<file path="config.mk">
export PLATFORM = sky130hd
export DESIGN_NAME = bcd_rtc_core
export DESIGN_NICKNAME = d
export VERILOG_FILES = /design/src/rtl/rtc_pkg.sv /design/src/rtl/rtc_prescaler.sv /design/src/rtl/rtc_time_counter.sv /design/src/rtl/rtc_freeze_ctl.sv /design/src/rtl/rtc_shadow_regs.sv /design/src/rtl/bcd_rtc_core.sv
export SDC_FILE = /design/constraint.sdc
export NUM_CORES = 1
export LEC_CHECK = 0
export ABC_AREA = 0
export BUFFER_PORTS_ARGS = -buffer_cell sky130_fd_sc_hd__buf_4
export CAP_MARGIN = 30
export CORE_ASPECT_RATIO = 1.4
export CORE_MARGIN = 8
export CORE_UTILIZATION = 65
export DETAILED_ROUTE_END_ITERATION = 12
export PLACE_DENSITY = 0.84
export SETUP_SLACK_MARGIN = 0.3
export SLEW_MARGIN = 20
export SYNTH_ARGS = -nofsm -noshare
export SYNTH_HDL_FRONTEND = slang
export SYNTH_SLANG_ARGS = --single-unit
</file>
<file path="constraint.sdc">
create_clock -name clk -period 4.5 [get_ports clk]
set_input_delay 0.9 -clock clk [delete_from_list [all_inputs] [get_ports clk]]
set_output_delay 0.9 -clock clk [all_outputs]
set_load 0.005 [all_outputs]
</file>
<file path="src/rtl/rtc_pkg.sv">
package rtc_pkg;

    localparam int ADDR_W = 15;
    localparam int DATA_W = 8;

    localparam logic [ADDR_W-1:0] A_HUND = 15'h7FF7;
    localparam logic [ADDR_W-1:0] A_CTRL = 15'h7FF8;
    localparam logic [ADDR_W-1:0] A_SEC  = 15'h7FF9;
    localparam logic [ADDR_W-1:0] A_MIN  = 15'h7FFA;
    localparam logic [ADDR_W-1:0] A_HOUR = 15'h7FFB;
    localparam logic [ADDR_W-1:0] A_DAY  = 15'h7FFC;
    localparam logic [ADDR_W-1:0] A_DATE = 15'h7FFD;
    localparam logic [ADDR_W-1:0] A_MON  = 15'h7FFE;
    localparam logic [ADDR_W-1:0] A_YEAR = 15'h7FFF;
    localparam logic [ADDR_W-1:0] A_RSVD_LO = 15'h7FF0;

    typedef enum logic [1:0] {
        RG_RAM   = 2'd0,
        RG_RSVD  = 2'd1,
        RG_CTL   = 2'd2,
        RG_CLOCK = 2'd3
    } region_e;

    typedef struct packed {
        logic [7:0] hund;
        logic [6:0] sec;
        logic [6:0] min;
        logic [5:0] hour;
        logic [2:0] dow;
        logic [5:0] date;
        logic [4:0] mon;
        logic [7:0] year;
    } rtc_time_t;

    localparam rtc_time_t TIME_RESET = '{
        hund: 8'h00, sec: 7'h00, min: 7'h00, hour: 6'h00,
        dow: 3'd1, date: 6'h01, mon: 5'h01, year: 8'h00
    };

    function automatic region_e region_of(input logic [ADDR_W-1:0] a);
        if (a >= A_SEC)          return RG_CLOCK;
        else if (a >= A_HUND)    return RG_CTL;
        else if (a >= A_RSVD_LO) return RG_RSVD;
        else                     return RG_RAM;
    endfunction

    function automatic logic [7:0] bcd_inc(input logic [7:0] v);
        if (v[3:0] == 4'd9) return {v[7:4] + 4'd1, 4'd0};
        else                return {v[7:4], v[3:0] + 4'd1};
    endfunction

    function automatic logic is_leap(input logic [7:0] y);
        logic [4:0] s;
        s = {y[7:4], 1'b0} + {1'b0, y[3:0]};
        return (s[1:0] == 2'b00);
    endfunction

    function automatic logic [5:0] month_last(input logic [4:0] m, input logic [7:0] y);
        case (m)
            5'h02:                     return is_leap(y) ? 6'h29 : 6'h28;
            5'h04, 5'h06, 5'h09, 5'h11: return 6'h30;
            default:                   return 6'h31;
        endcase
    endfunction

    function automatic rtc_time_t time_step(input rtc_time_t t);
        rtc_time_t n;
        logic [7:0] w;
        n = t;
        if (t.hund != 8'h99) begin
            n.hund = bcd_inc(t.hund);
        end else begin
            n.hund = 8'h00;
            if (t.sec != 7'h59) begin
                w = bcd_inc({1'b0, t.sec});
                n.sec = w[6:0];
            end else begin
                n.sec = 7'h00;
                if (t.min != 7'h59) begin
                    w = bcd_inc({1'b0, t.min});
                    n.min = w[6:0];
                end else begin
                    n.min = 7'h00;
                    if (t.hour != 6'h23) begin
                        w = bcd_inc({2'b0, t.hour});
                        n.hour = w[5:0];
                    end else begin
                        n.hour = 6'h00;
                        n.dow  = (t.dow == 3'd7) ? 3'd1 : t.dow + 3'd1;
                        if (t.date != month_last(t.mon, t.year)) begin
                            w = bcd_inc({2'b0, t.date});
                            n.date = w[5:0];
                        end else begin
                            n.date = 6'h01;
                            if (t.mon != 5'h12) begin
                                w = bcd_inc({3'b0, t.mon});
                                n.mon = w[4:0];
                            end else begin
                                n.mon  = 5'h01;
                                n.year = (t.year == 8'h99) ? 8'h00 : bcd_inc(t.year);
                            end
                        end
                    end
                end
            end
        end
        return n;
    endfunction

endpackage

</file>
<file path="src/rtl/rtc_prescaler.sv">
module rtc_prescaler #(
    parameter int PRESCALE = 10000
) (
    input  logic clk,
    input  logic rst,
    input  logic clear,
    input  logic run,
    output logic tick
);
    localparam int CW = (PRESCALE > 1) ? $clog2(PRESCALE) : 1;
    localparam logic [CW-1:0] LAST = CW'(PRESCALE - 1);

    logic [CW-1:0] cnt_q;

    assign tick = run && (cnt_q == LAST);

    always_ff @(posedge clk) begin
        if (rst || clear || !run) begin
            cnt_q <= '0;
        end else if (cnt_q == LAST) begin
            cnt_q <= '0;
        end else begin
            cnt_q <= cnt_q + 1'b1;
        end
    end
endmodule

</file>
<file path="src/rtl/rtc_time_counter.sv">
module rtc_time_counter
    import rtc_pkg::*;
(
    input  logic      clk,
    input  logic      rst,
    input  logic      tick,
    input  logic      halt,
    input  logic      load,
    input  rtc_time_t load_val,
    output rtc_time_t cur
);
    always_ff @(posedge clk) begin
        if (rst) begin
            cur <= TIME_RESET;
        end else if (load) begin
            cur <= load_val;
        end else if (tick && !halt) begin
            cur <= time_step(cur);
        end
    end
endmodule

</file>
<file path="src/rtl/rtc_freeze_ctl.sv">
module rtc_freeze_ctl
    import rtc_pkg::*;
(
    input  logic              clk,
    input  logic              rst,
    input  logic              rd_en,
    input  logic              wr_en,
    input  logic [ADDR_W-1:0] addr,
    input  logic              bus_stop,
    output logic              frozen
);
    region_e rg;
    logic    rel_ram;
    logic    set_clk;

    assign rg      = region_of(addr);
    assign rel_ram = (rd_en || wr_en) && (rg == RG_RAM);
    assign set_clk = rd_en && (rg == RG_CLOCK);

    always_ff @(posedge clk) begin
        if (rst) begin
            frozen <= 1'b0;
        end else if (bus_stop || rel_ram) begin
            frozen <= 1'b0;
        end else if (set_clk) begin
            frozen <= 1'b1;
        end
    end
endmodule

</file>
<file path="src/rtl/rtc_shadow_regs.sv">
module rtc_shadow_regs
    import rtc_pkg::*;
(
    input  logic              clk,
    input  logic              rst,
    input  logic              rd_en,
    input  logic              wr_en,
    input  logic [ADDR_W-1:0] addr,
    input  logic [DATA_W-1:0] wdata,
    input  logic              frozen,
    input  rtc_time_t         cur,
    output rtc_time_t         sh,
    output logic              edit,
    output logic              halt,
    output logic              commit,
    output logic [DATA_W-1:0] rdata
);
    logic [6:0] ctl_low;
    logic       ctl_wr;
    logic       edit_rise;

    assign ctl_wr    = wr_en && (addr == A_CTRL);
    assign edit_rise = ctl_wr && wdata[7] && !edit;
    assign commit    = ctl_wr && !wdata[7] && edit;

    always_ff @(posedge clk) begin
        if (rst) begin
            sh      <= TIME_RESET;
            edit    <= 1'b0;
            halt    <= 1'b0;
            ctl_low <= '0;
        end else begin
            if (!edit && !frozen) begin
                sh <= cur;
            end
            if (wr_en) begin
                case (addr)
                    A_CTRL: begin
                        edit    <= wdata[7];
                        ctl_low <= wdata[6:0];
                        if (edit_rise) sh.hund <= 8'h00;
                    end
                    A_SEC: begin
                        halt <= wdata[7];
                        if (edit) sh.sec <= wdata[6:0];
                    end
                    A_MIN:  if (edit) sh.min  <= wdata[6:0];
                    A_HOUR: if (edit) sh.hour <= wdata[5:0];
                    A_DAY:  if (edit) sh.dow  <= wdata[2:0];
                    A_DATE: if (edit) sh.date <= wdata[5:0];
                    A_MON:  if (edit) sh.mon  <= wdata[4:0];
                    A_YEAR: if (edit) sh.year <= wdata;
                    default: ;
                endcase
            end
        end
    end

    always_ff @(posedge clk) begin
        if (rst) begin
            rdata <= '0;
        end else if (rd_en) begin
            case (addr)
                A_HUND:  rdata <= sh.hund;
                A_CTRL:  rdata <= {edit, ctl_low};
                A_SEC:   rdata <= {halt, sh.sec};
                A_MIN:   rdata <= {1'b0, sh.min};
                A_HOUR:  rdata <= {2'b0, sh.hour};
                A_DAY:   rdata <= {5'b0, sh.dow};
                A_DATE:  rdata <= {2'b0, sh.date};
                A_MON:   rdata <= {3'b0, sh.mon};
                A_YEAR:  rdata <= sh.year;
                default: rdata <= '0;
            endcase
        end
    end
endmodule

</file>
<file path="src/rtl/bcd_rtc_core.sv">
module bcd_rtc_core
    import rtc_pkg::*;
#(
    parameter int PRESCALE = 10000
) (
    input  logic              clk,
    input  logic              rst,
    input  logic              acc_rd,
    input  logic              acc_wr,
    input  logic [ADDR_W-1:0] acc_addr,
    input  logic [DATA_W-1:0] acc_wdata,
    output logic [DATA_W-1:0] acc_rdata,
    input  logic              bus_stop
);
    rtc_time_t cur_time;
    rtc_time_t sh_time;
    logic      tick;
    logic      halt;
    logic      edit;
    logic      commit;
    logic      frozen;

    rtc_prescaler #(.PRESCALE(PRESCALE)) u_pre (
        .clk   (clk),
        .rst   (rst),
        .clear (commit),
        .run   (!halt),
        .tick  (tick)
    );

    rtc_time_counter u_cnt (
        .clk      (clk),
        .rst      (rst),
        .tick     (tick),
        .halt     (halt),
        .load     (commit),
        .load_val (sh_time),
        .cur      (cur_time)
    );

    rtc_freeze_ctl u_frz (
        .clk      (clk),
        .rst      (rst),
        .rd_en    (acc_rd),
        .wr_en    (acc_wr),
        .addr     (acc_addr),
        .bus_stop (bus_stop),
        .frozen   (frozen)
    );

    rtc_shadow_regs u_shd (
        .clk    (clk),
        .rst    (rst),
        .rd_en  (acc_rd),
        .wr_en  (acc_wr),
        .addr   (acc_addr),
        .wdata  (acc_wdata),
        .frozen (frozen),
        .cur    (cur_time),
        .sh     (sh_time),
        .edit   (edit),
        .halt   (halt),
        .commit (commit),
        .rdata  (acc_rdata)
    );
endmodule

</file>
* After elaboration in Yosys (flattened, before gate mapping)
Cells that the tools add are included.
Word-level totals: output and inout port bits 8, input bits 28, bits in registers 132, logic and storage cells 186
Operators by class: order comparisons 3, equal/unequal tests 43, reduce and logical (&&, ||, !) cells 40, add/subtract/negate cells 17, multiplexer cells 54
Operators with widths (number):
- $mux W50 | 4
- $eq A15 B15 Y1 const B | 9
- $mux W6 | 15
- $mux W8 | 9
- $pmux W8 S9 | 1
- $mux W7 | 8
- $ge A15 B15 Y1 const B | 3
- $mux W42 | 1
- $add A4 B1 Y4 const B | 9
- $mux W35 | 1
- $eq A4 B4 Y1 const B | 7
- $mux W28 | 1
- $mux W22 | 1
- $mux W5 | 4
- $ne A3 B3 Y1 const B | 6
- $add A14 B1 Y14 const B | 1
- $eq A14 B14 Y1 const B | 1
- $ne A7 B7 Y1 const B | 2
- $reduce_and A7 Y1 | 2
- $mux W13 | 1
- $ne A2 B2 Y1 const B | 6
- $pmux W6 S2 | 1
- $reduce_and A6 Y1 | 2
- $eq A5 B3 Y1 const B | 2
- other kinds (30) | 60

* Depth between registers and ports, before layout
Gate-level depths: netlist of the first run.
depth in word-level cells 19, mapped depth 9, gate-level depth less buffers 8

* Modules after synthesis
Synthesis of the first run repeated with hierarchy kept, for this count alone.
Unflattened totals: cells, all modules 929, area, all modules 7558.5 um^2
Modules (own cells, without submodules):
- rtc_shadow_regs | area an instance 3463.3 um^2, times used 1, cells an instance 414, sequential area each 1341.3 um^2
- rtc_time_counter | area an instance 3379.5 um^2, times used 1, cells an instance 435, sequential area each 1001.0 um^2
- rtc_prescaler | area an instance 639.4 um^2, times used 1, cells an instance 71, sequential area each 280.3 um^2
- rtc_freeze_ctl | area an instance 72.6 um^2, times used 1, cells an instance 8, sequential area each 20.0 um^2
- bcd_rtc_core | area an instance 3.8 um^2, times used 1, cells an instance 1, sequential area each 0.0 um^2

* Worst setup path after synthesis of the first run
Ideal clock, no wire load.
path kind input port to flip-flop, start point input port acc_addr[3], end point register u_cnt.cur[17] (netlist name), buffers on the path 3, data required time 4405 ps, stages 8, path slack 1374 ps, arrival 3030 ps, library setup time 95 ps, cell sequence clkbuf_1 > nand2b_1 > nor4_1 > and2_1 > clkbuf_1 > clkbuf_1 > nor3_1 > a221oi_1
Between the ends: longest elaborated chain between the ends 6, elaborated cells between the ends (all ways) 12, classes of those cells eq/ne: 6; mux: 1; reduce/logical: 5
RTL lines:
- start, declared | RTL line bcd_rtc_core.sv:10 | input logic [ADDR_W-1:0] acc_addr,
- $eq A15 B15 Y1 (*) | RTL line rtc_shadow_regs.sv:22 | assign ctl_wr = wr_en && (addr == A_CTRL);
- $logic_and A1 B1 Y1 (*) | RTL line rtc_shadow_regs.sv:22
- $logic_and A1 B1 Y1 (*) (2 in a row) | RTL line rtc_shadow_regs.sv:24 | assign commit = ctl_wr && !wdata[7] && edit;
- $ne A3 B3 Y1 (no source line) (tied with other cells)
- $reduce_and A6 Y1 (no source line)
Every way passes the cells marked *; elsewhere a longest branch is shown, timed or not. A chain may end at the register's enable or synchronous reset.

* Worst setup path after layout of the first run
start point register u_cnt.cur[9] (netlist name), end point register u_cnt.cur[0] (netlist name)
Between the ends: longest elaborated chain between the ends 13, elaborated cells between the ends (all ways) 19, classes of those cells eq/ne: 9; mux: 8; reduce/logical: 2
RTL lines:
- $eq A5 B3 Y1 (tied with other cells) | RTL line rtc_pkg.sv:59 | case (m)
- $reduce_or A4 Y1 | RTL line rtc_pkg.sv:59
- $pmux W6 S2 | RTL line rtc_pkg.sv:59
- $mux W6 | RTL line rtc_pkg.sv:84 | if (t.hour != 6'h23) begin
- $mux W6 | RTL line rtc_pkg.sv:79 | if (t.min != 7'h59) begin
- $mux W6 | RTL line rtc_pkg.sv:74 | if (t.sec != 7'h59) begin
- $mux W6 | RTL line rtc_pkg.sv:70 | if (t.hund != 8'h99) begin
- $mux W6 | RTL line rtc_time_counter.sv:17 | end else if (tick && !halt) begin
- $mux W6 | RTL line rtc_time_counter.sv:15 | end else if (load) begin
- $mux W6 | RTL line rtc_time_counter.sv:13 | if (rst) begin
- $ne A6 B6 Y1 | RTL line rtc_pkg.sv:90 | if (t.date != month_last(t.mon, t.year)) begin
- $ne A2 B2 Y1 (no source line)
- $reduce_and A7 Y1 (no source line) (*)
Every way passes the cells marked *; elsewhere a longest branch is shown, timed or not. The select of a mux whose other input is x is not followed.

==> results of run 1 <==
==> final timing paths <==
path,endpoint,slack [ns],cells after the start
worst max-delay path,u_cnt.cur[0]$_SDFFE_PP0P_,1.26,7
worst min-delay path,u_pre.cnt_q[0]$_SDFF_PP0_,0.46,1
worst max register to register,u_cnt.cur[0]$_SDFFE_PP0P_,1.26,7
worst min register to register,u_pre.cnt_q[0]$_SDFF_PP0_,0.46,1
==> layout make-up <==
type / count / share of cell area, %
Timing Repair Buffer: 47 / 4.67
Sequential cell: 132 / 32.2
Multi-Input combinational cell: 726 / 52.4
Inverter: 19 / 0.869
Clock buffer: 17 / 5.19
Clock inverter: 15 / 2.50
Tap cell: 141 / 2.15
==> registers in the layout, summed over array words and instances (netlist names) <==
register	flops
u_cnt.cur	50
u_frz.frozen	1
u_shd.rdata	8
u_shd.sh	50
u_shd.edit	1
u_pre.cnt_q	14
u_shd.ctl_low	7
u_shd.halt	1
==> synthesized netlist by cell type (3+ instances only) <==
cell type	instances
a21oi_1	27
nor4_1	10
or4_1	9
clkbuf_1	55
a221oi_1	7
o21ai_0	51
xor2_1	9
a311oi_1	18
nor2_1	137
nand2b_1	8
nand4_1	13
o311a_1	3
nor3b_1	4
mux2i_1	24
nand2_1	143
o211ai_1	7
a22oi_1	12
o31a_1	3
a211oi_1	41
or4bb_1	3
nor2b_1	8
inv_1	19
nand3b_1	5
dfxtp_1	132
xnor2_1	12
nor4b_1	4
mux2_2	7
nor3_1	33
and3_1	9
a31oi_1	5
nand3_1	43
and2_1	6
ha_1	18
or3_1	8
==> metal layers <==
metal	up-vias	GRT usage, %	wire, um
met5	-	0	0
li1	3384	-	-
met1	3449	33.3	8130
met3	94	6.34	2120
met4	0	16.0	1030
met2	411	50.3	11000
==> kinds of logic (layout without fill, tap and decap cells) <==
| kind of cell | after synthesis | in the layout | share of synthesized area (%) |
|---|---|---|---|
| adder cells (fa/ha/maj) | 18 | 18 | 3.12 |
| AND/OR/NAND/NOR | 460 | 460 | 30.4 |
| buffers and inverters | 78 | 98 | 4.09 |
| multiplexers | 33 | 33 | 5.04 |
| AO/OA/AOI/OAI | 194 | 194 | 18.2 |
| XOR/XNOR | 21 | 21 | 2.55 |
| flip-flops | 132 | 132 | 36.6 |
==> power groups by stage <==
| stage | Clock, mW | Sequential (mW) | Combinational [mW] |
|---|---|---|---|
| 2_1_floorplan | 0 | 1.20 | 0.0423 |
| 3_5_place_dp | 0 | 1.20 | 0.0862 |
| 6_report | 1.48 | 1.17 | 0.0917 |
| 4_1_cts | 1.48 | 1.17 | 0.0873 |
| 5_1_grt | 1.53 | 1.17 | 0.0948 |
| 3_3_place_gp | 0 | 1.20 | 0.0843 |
==> metrics by stage <==
stage | instances | power [mW] | hold WS [ns] | area [um2]
after floorplan | 936 | 1.24 | 0.413 | 7220
after global placement | 1062 | 1.28 | 0.424 | 7520
after detailed placement | 1063 | 1.29 | 0.435 | 7540
after CTS | 1095 | 2.74 | 0.457 | 8170
after global routing | 1097 | 2.80 | 0.471 | 8200
final | 1097 | 2.74 | 0.455 | 8200
==> reports/metrics.csv, run 1 <==
stage;metric;value;unit
cells_and_area;# fillers;813;
die;core area;10900;um2
cells_and_area;n_diodes;0;
power_and_ir_drop;VDD IR max;0.255;mV
yosys;synth unique cells;65;
clock_tree;buffer count from post-CTS setup fixing;0;
yosys;Seq cells post-synth;132;
timing;setup TNS;0;ns
clock_tree;Skew-Pair Late Insertion Delay;0.42;ns
timing;RSZ-0062 raised after global routing;no;
power_and_ir_drop;leakage dissipation;3.03;nW
run_status;outcome;finished clean;
power_and_ir_drop;Comb power frac;3.3;%
setup_path;slowest cell on the critical path;or4b_1;
yosys;register area share after synthesis;36.6;%
cells_and_area;layout cells sized above 1;10.6;%
yosys;asr flop ratio synth;0;%
routing;initial drt markers;860;
routing;Pre-Repair DR Iteration Count;6;
timing;clock skew;0.00802;ns
cells_and_area;area grow syn2layout;13.6;%
setup_path;WP data arrival;3.57;ns
yosys;yosys warns;0;
timing;Final setup viols;0;
clock_tree;H-Tree Depth;4;
clock_tree;clk sink count;132;
placed_design;GP Congestion;0.969;
grt;GRT Overall Usage;29.4;%
power_and_ir_drop;Clk pwr share;53.8;%
power_and_ir_drop;Seq pwr share;42.8;%
cells_and_area;footprint of the multi-input gates;4300;um2
clock_tree;CTS Buf Count;17;
setup_path;cells along the critical path;or3b_1 > a2111oi_1 > nor4_1 > clkbuf_2 > or4b_1 > or3_1 > a311oi_1;
grt;global-route wire length before repair;35200;um
run;max-cap viol count;0;
power_and_ir_drop;Pwr Density;334;nW/um2
routing;DRT antenna net count;0;
yosys;Syn Area/Cell;7.72;um2
yosys;largest area contributor in the netlist;dfxtp_1;
grt;largest net degree at the start of global routing;61;
timing;Fmax achieved;308;MHz
yosys;Mapped Area;7220;um2
clock_tree;clk root buf;clkbuf_16;
yosys;syn nets;982;
setup_path;Worst Path Required;4.83;ns
yosys;Syn Inst Count;936;
setup_path;critical path capture point type;flop;
yosys;Post-synth EDFFs;0;
clock_tree;Clock Tree Buf Depth;2;
clock_tree;TritonCTS clock tree;yes;
clock_tree;post-CTS resize count;0;
die;# rows;45;
placed_design;Port Buf Inserts;35;
setup_path;Crit. Startpoint;u_cnt.cur[9]$_SDFFE_PP0P_;
timing;slew margin rel.;51.4;%
hold_path;worst min path class;reg -> reg;
setup_path;delay of the slowest critical-path stage;0.66;ns
routing;drt wl/cell;20.3;um
grt;vias in the first global route;6918;
timing;Slew @ Worst Pin;0.724;ns
cells_and_area;nets;989;
yosys;Area contributors post-synth;dfxtp_1 (37%), nand2_1 (7.4%), nor2_1 (7.1%);
grt;Overflow after GRT;0;
routing;DR DRC count;0;
clock_tree;Hold-fix buffers, CTS;0;
yosys;top_reg_cell synth;dfxtp_1;
power_and_ir_drop;switching share of power;22.2;%
cells_and_area;Seq. cell area;2640;um2
routing;Vias/cell;6.69;
setup_path;R2R Path Start;u_cnt.cur[9]$_SDFFE_PP0P_;
routing;drt total wl;22300;um
setup_path;Buf+Inv Stages, Crit Path;1;
timing;fin crit share;72.0;%
setup_path;critical path launch point type;flop;
grt;initial antenna violation count;0;
timing;Final Hold Vio Count;0;
cells_and_area;final core utilization;75.5;%
clock_tree;clock slew at reported path FFs;0.06;ns
cells_and_area;most frequent cells in the layout;nand2_1 (143), nor2_1 (136), dfxtp_1 (132), o21ai_0 (51), buf_4 (44);
placed_design;dpl ws;1.25;ns
die;initial cell density of the core;66.5;%
timing;Setup WS post-layout;1.26;ns
hold_path;hold_sp;u_pre.cnt_q[0]$_SDFF_PP0_;
placed_design;DP Wirelength;15000;um
setup_path;Worst Path Max Fanout;12;
yosys;Yosys top cell area share;36.6;%
die;die span in x;105;um
setup_path;family with the most delay on the worst path;simple AND/OR/NAND/NOR gates;
power_and_ir_drop;P_int;2.13;mW
timing;Slew Viols, Final;0;
timing;min Tclk post-route;3.24;ns
routing;vias;7338;
die;Die Ht;141;um
cells_and_area;commonest non-fill, non-tap cell in the layout;nand2_1;
setup_path;critical path class;reg -> reg;
power_and_ir_drop;Switch Pwr;0.610;mW
die;die area;14800;um2
die;# IOs;36;
Note: power is estimated with default switching activity, not from simulation.
==> inputs of run 2 (changes only) <==
Settings changed: CORE_UTILIZATION 65 to 56, PLACE_DENSITY 0.84 to 0.77.
Clock period 4.5 ns to 2.8 ns, I/O delays scaled along.
==> run 2 against run 1 <==
Net effect:
- non-clock buffer count grew 69
- global-route usage fell by 2.0 points
- die area is 14% higher
- critical path type unchanged
- highest routed layer unchanged
==> reports/metrics.csv, run 2 (synthesized netlist as in run 1, its figures left out) <==
stage;metric;value;unit;change
run_status;outcome;finished clean;;
cells_and_area;layout cells sized above 1;20.4;%;+9.8 points
setup_path;Worst R2R Setup Slack;0.13;ns;-1.13 ns
power_and_ir_drop;Power Total;4.54;mW;+65%
clock_tree;Skew-Pair Late Insertion Delay;0.42;ns;about the same
routing;drt total wl;23400;um;+4.8%
placed_design;Port Buf Inserts;35;;unchanged
grt;Overflow after GRT;0;;unchanged
timing;min Tclk post-route;2.67;ns;-0.570 ns
power_and_ir_drop;VDD IR max;0.376;mV;+47%
run;max-cap viol count;0;;unchanged
setup_path;family with the most delay on the worst path;simple AND/OR/NAND/NOR gates;;
timing;setup TNS;0;ns;unchanged
cells_and_area;# fillers;1004;;+23%
timing;RSZ-0062 raised after global routing;yes;;
cells_and_area;footprint of the multi-input gates;4480;um2;+4.2%
placed_design;dpl ws;0.0850;ns;-1.16 ns
grt;vias in the first global route;7306;;+5.6%
routing;Vias/cell;6.44;;-3.7%
cells_and_area;Largest regs;u_cnt.cur x50, u_shd.sh x50, u_pre.cnt_q x14;;
timing;fin crit share;95.4;%;+23 points
placed_design;GP Congestion;0.930;;-4.1%
grt;GRT Overall Usage;27.4;%;-2.0 points
setup_path;cells along the critical path;or4bb_4 > nor4_4 > buf_4 > buf_6 > nand3_4 > or4_4 > buf_6 > nor3b_1 > nor4_1;;
die;Die Ht;150;um;+6.9%
setup_path;Worst Path Required;3.11;ns;-1.72 ns
timing;clock skew;0.0161;ns;+0.00807 ns
routing;DRT antenna net count;0;;unchanged
die;core area;12800;um2;+17%
clock_tree;clock slew at reported path FFs;0.06;ns;about the same
setup_path;delay of the slowest critical-path stage;0.57;ns;-0.09 ns
setup_path;critical path launch point type;flop;;
clock_tree;Hold-fix buffers, CTS;0;;unchanged
timing;Fmax achieved;374;MHz;+21%
clock_tree;Clock Tree Buf Depth;2;;unchanged
clock_tree;H-Tree Depth;4;;unchanged
routing;Pre-Repair DR Iteration Count;6;;unchanged
cells_and_area;commonest non-fill, non-tap cell in the layout;nand2_1;;
setup_path;slowest cell on the critical path;or4bb_4;;
die;die span in x;112;um;+6.6%
clock_tree;CTS Buf Count;17;;unchanged
die;initial cell density of the core;56.6;%;-9.8 points
setup_path;Worst Path Max Fanout;5;;-7
clock_tree;clk root buf;clkbuf_16;;
cells_and_area;final core utilization;70.5;%;-5.0 points
power_and_ir_drop;Pwr Density;505;nW/um2;+51%
grt;initial antenna violation count;0;;unchanged
cells_and_area;most frequent cells in the layout;nand2_1 (143), nor2_1 (136), dfxtp_1 (121), buf_4 (107), o21ai_0 (50);;
placed_design;DP Wirelength;16000;um;+6.4%
timing;Slew @ Worst Pin;0.601;ns;-0.123 ns
cells_and_area;area grow syn2layout;24.4;%;
cells_and_area;nets;1058;;+7.0%
die;die area;16800;um2;+14%
die;# IOs;36;;unchanged
clock_tree;TritonCTS clock tree;yes;;
grt;largest net degree at the start of global routing;48;;-21%
hold_path;worst min path class;in -> reg;;
grt;global-route wire length before repair;36900;um;+4.9%
routing;drt wl/cell;19.9;um;-2.4%
cells_and_area;n_diodes;0;;unchanged
setup_path;WP data arrival;2.98;ns;-0.59 ns
setup_path;Buf+Inv Stages, Crit Path;3;;+2
power_and_ir_drop;leakage dissipation;3.45;nW;+14%
routing;vias;7592;;+3.5%
timing;Slew Viols, Final;0;;unchanged
die;# rows;49;;+8.9%
timing;slew margin rel.;59.8;%;+8.4 points
cells_and_area;Seq. cell area;2660;um2;+0.80%
routing;DR DRC count;0;;unchanged
clock_tree;clk sink count;132;;unchanged
timing;Final setup viols;0;;unchanged
setup_path;critical path capture point type;flop;;
setup_path;critical path class;reg -> reg;;
timing;Setup WS post-layout;0.129;ns;-1.13 ns
setup_path;crit-path most repeated cell;buf_6;;
timing;Final Hold Vio Count;0;;unchanged
routing;initial drt markers;825;;-4.1%
run 2: layout make-up:
type,instances,area share [%]
Clock inverter,12,2.23
Timing Repair Buffer,116,10.3
Multi-Input combinational cell,726,49.9
Clock buffer,20,5.08
Sequential cell,132,29.6
Inverter,19,0.794
Tap cell,153,2.13
run 2: power breakdown:
group | switching (mW) | leakage, nW | internal (mW) | total (mW)
clock | 0.868 | 0.313 | 1.63 | 2.50
sequential | 0.00369 | 1.07 | 1.88 | 1.88
combinational | 0.104 | 2.06 | 0.0509 | 0.155
run 2: what timing repair did:
action	4_1_cts	5_1_grt
gates cloned	0	0
gates resized for setup	18	25
pin swaps	15	12
buffers inserted	14	11
setup endpoints to repair	11	24
run 2: worst paths after layout:
check | depth (start not counted) | from | end
worst min-delay path | 2 | bus_stop | u_frz.frozen$_SDFFE_PP0P_
worst max-delay path | 9 | u_cnt.cur[38]$_SDFFE_PP0P_ | u_cnt.cur[9]$_SDFFE_PP0P_
worst max register to register | 9 | u_cnt.cur[38]$_SDFFE_PP0P_ | u_cnt.cur[9]$_SDFFE_PP0P_
worst min register to register | 1 | u_pre.cnt_q[0]$_SDFF_PP0_ | u_pre.cnt_q[0]$_SDFF_PP0_
run 2: layer usage:
metal | global-route usage, % | up-vias | part of all wire (%) | wire length [um]
met5 | 0 | - | 0 | 0
met4 | 16.9 | 0 | 5.6 | 1320
met3 | 5.02 | 114 | 8.5 | 1990
met2 | 46.9 | 404 | 48 | 11200
met1 | 31.2 | 3558 | 38 | 8880
li1 | - | 3516 | - | -
run 2: metrics by stage:
step / std cells / hold WS, ns / area (um2)
2_1_floorplan: 936 / 0.413 / 7320
3_3_place_gp: 1121 / 0.430 / 7980
3_5_place_dp: 1121 / 0.434 / 7980
4_1_cts: 1167 / 0.319 / 8790
5_1_grt: 1178 / 0.324 / 8980
6_report: 1178 / 0.328 / 8980
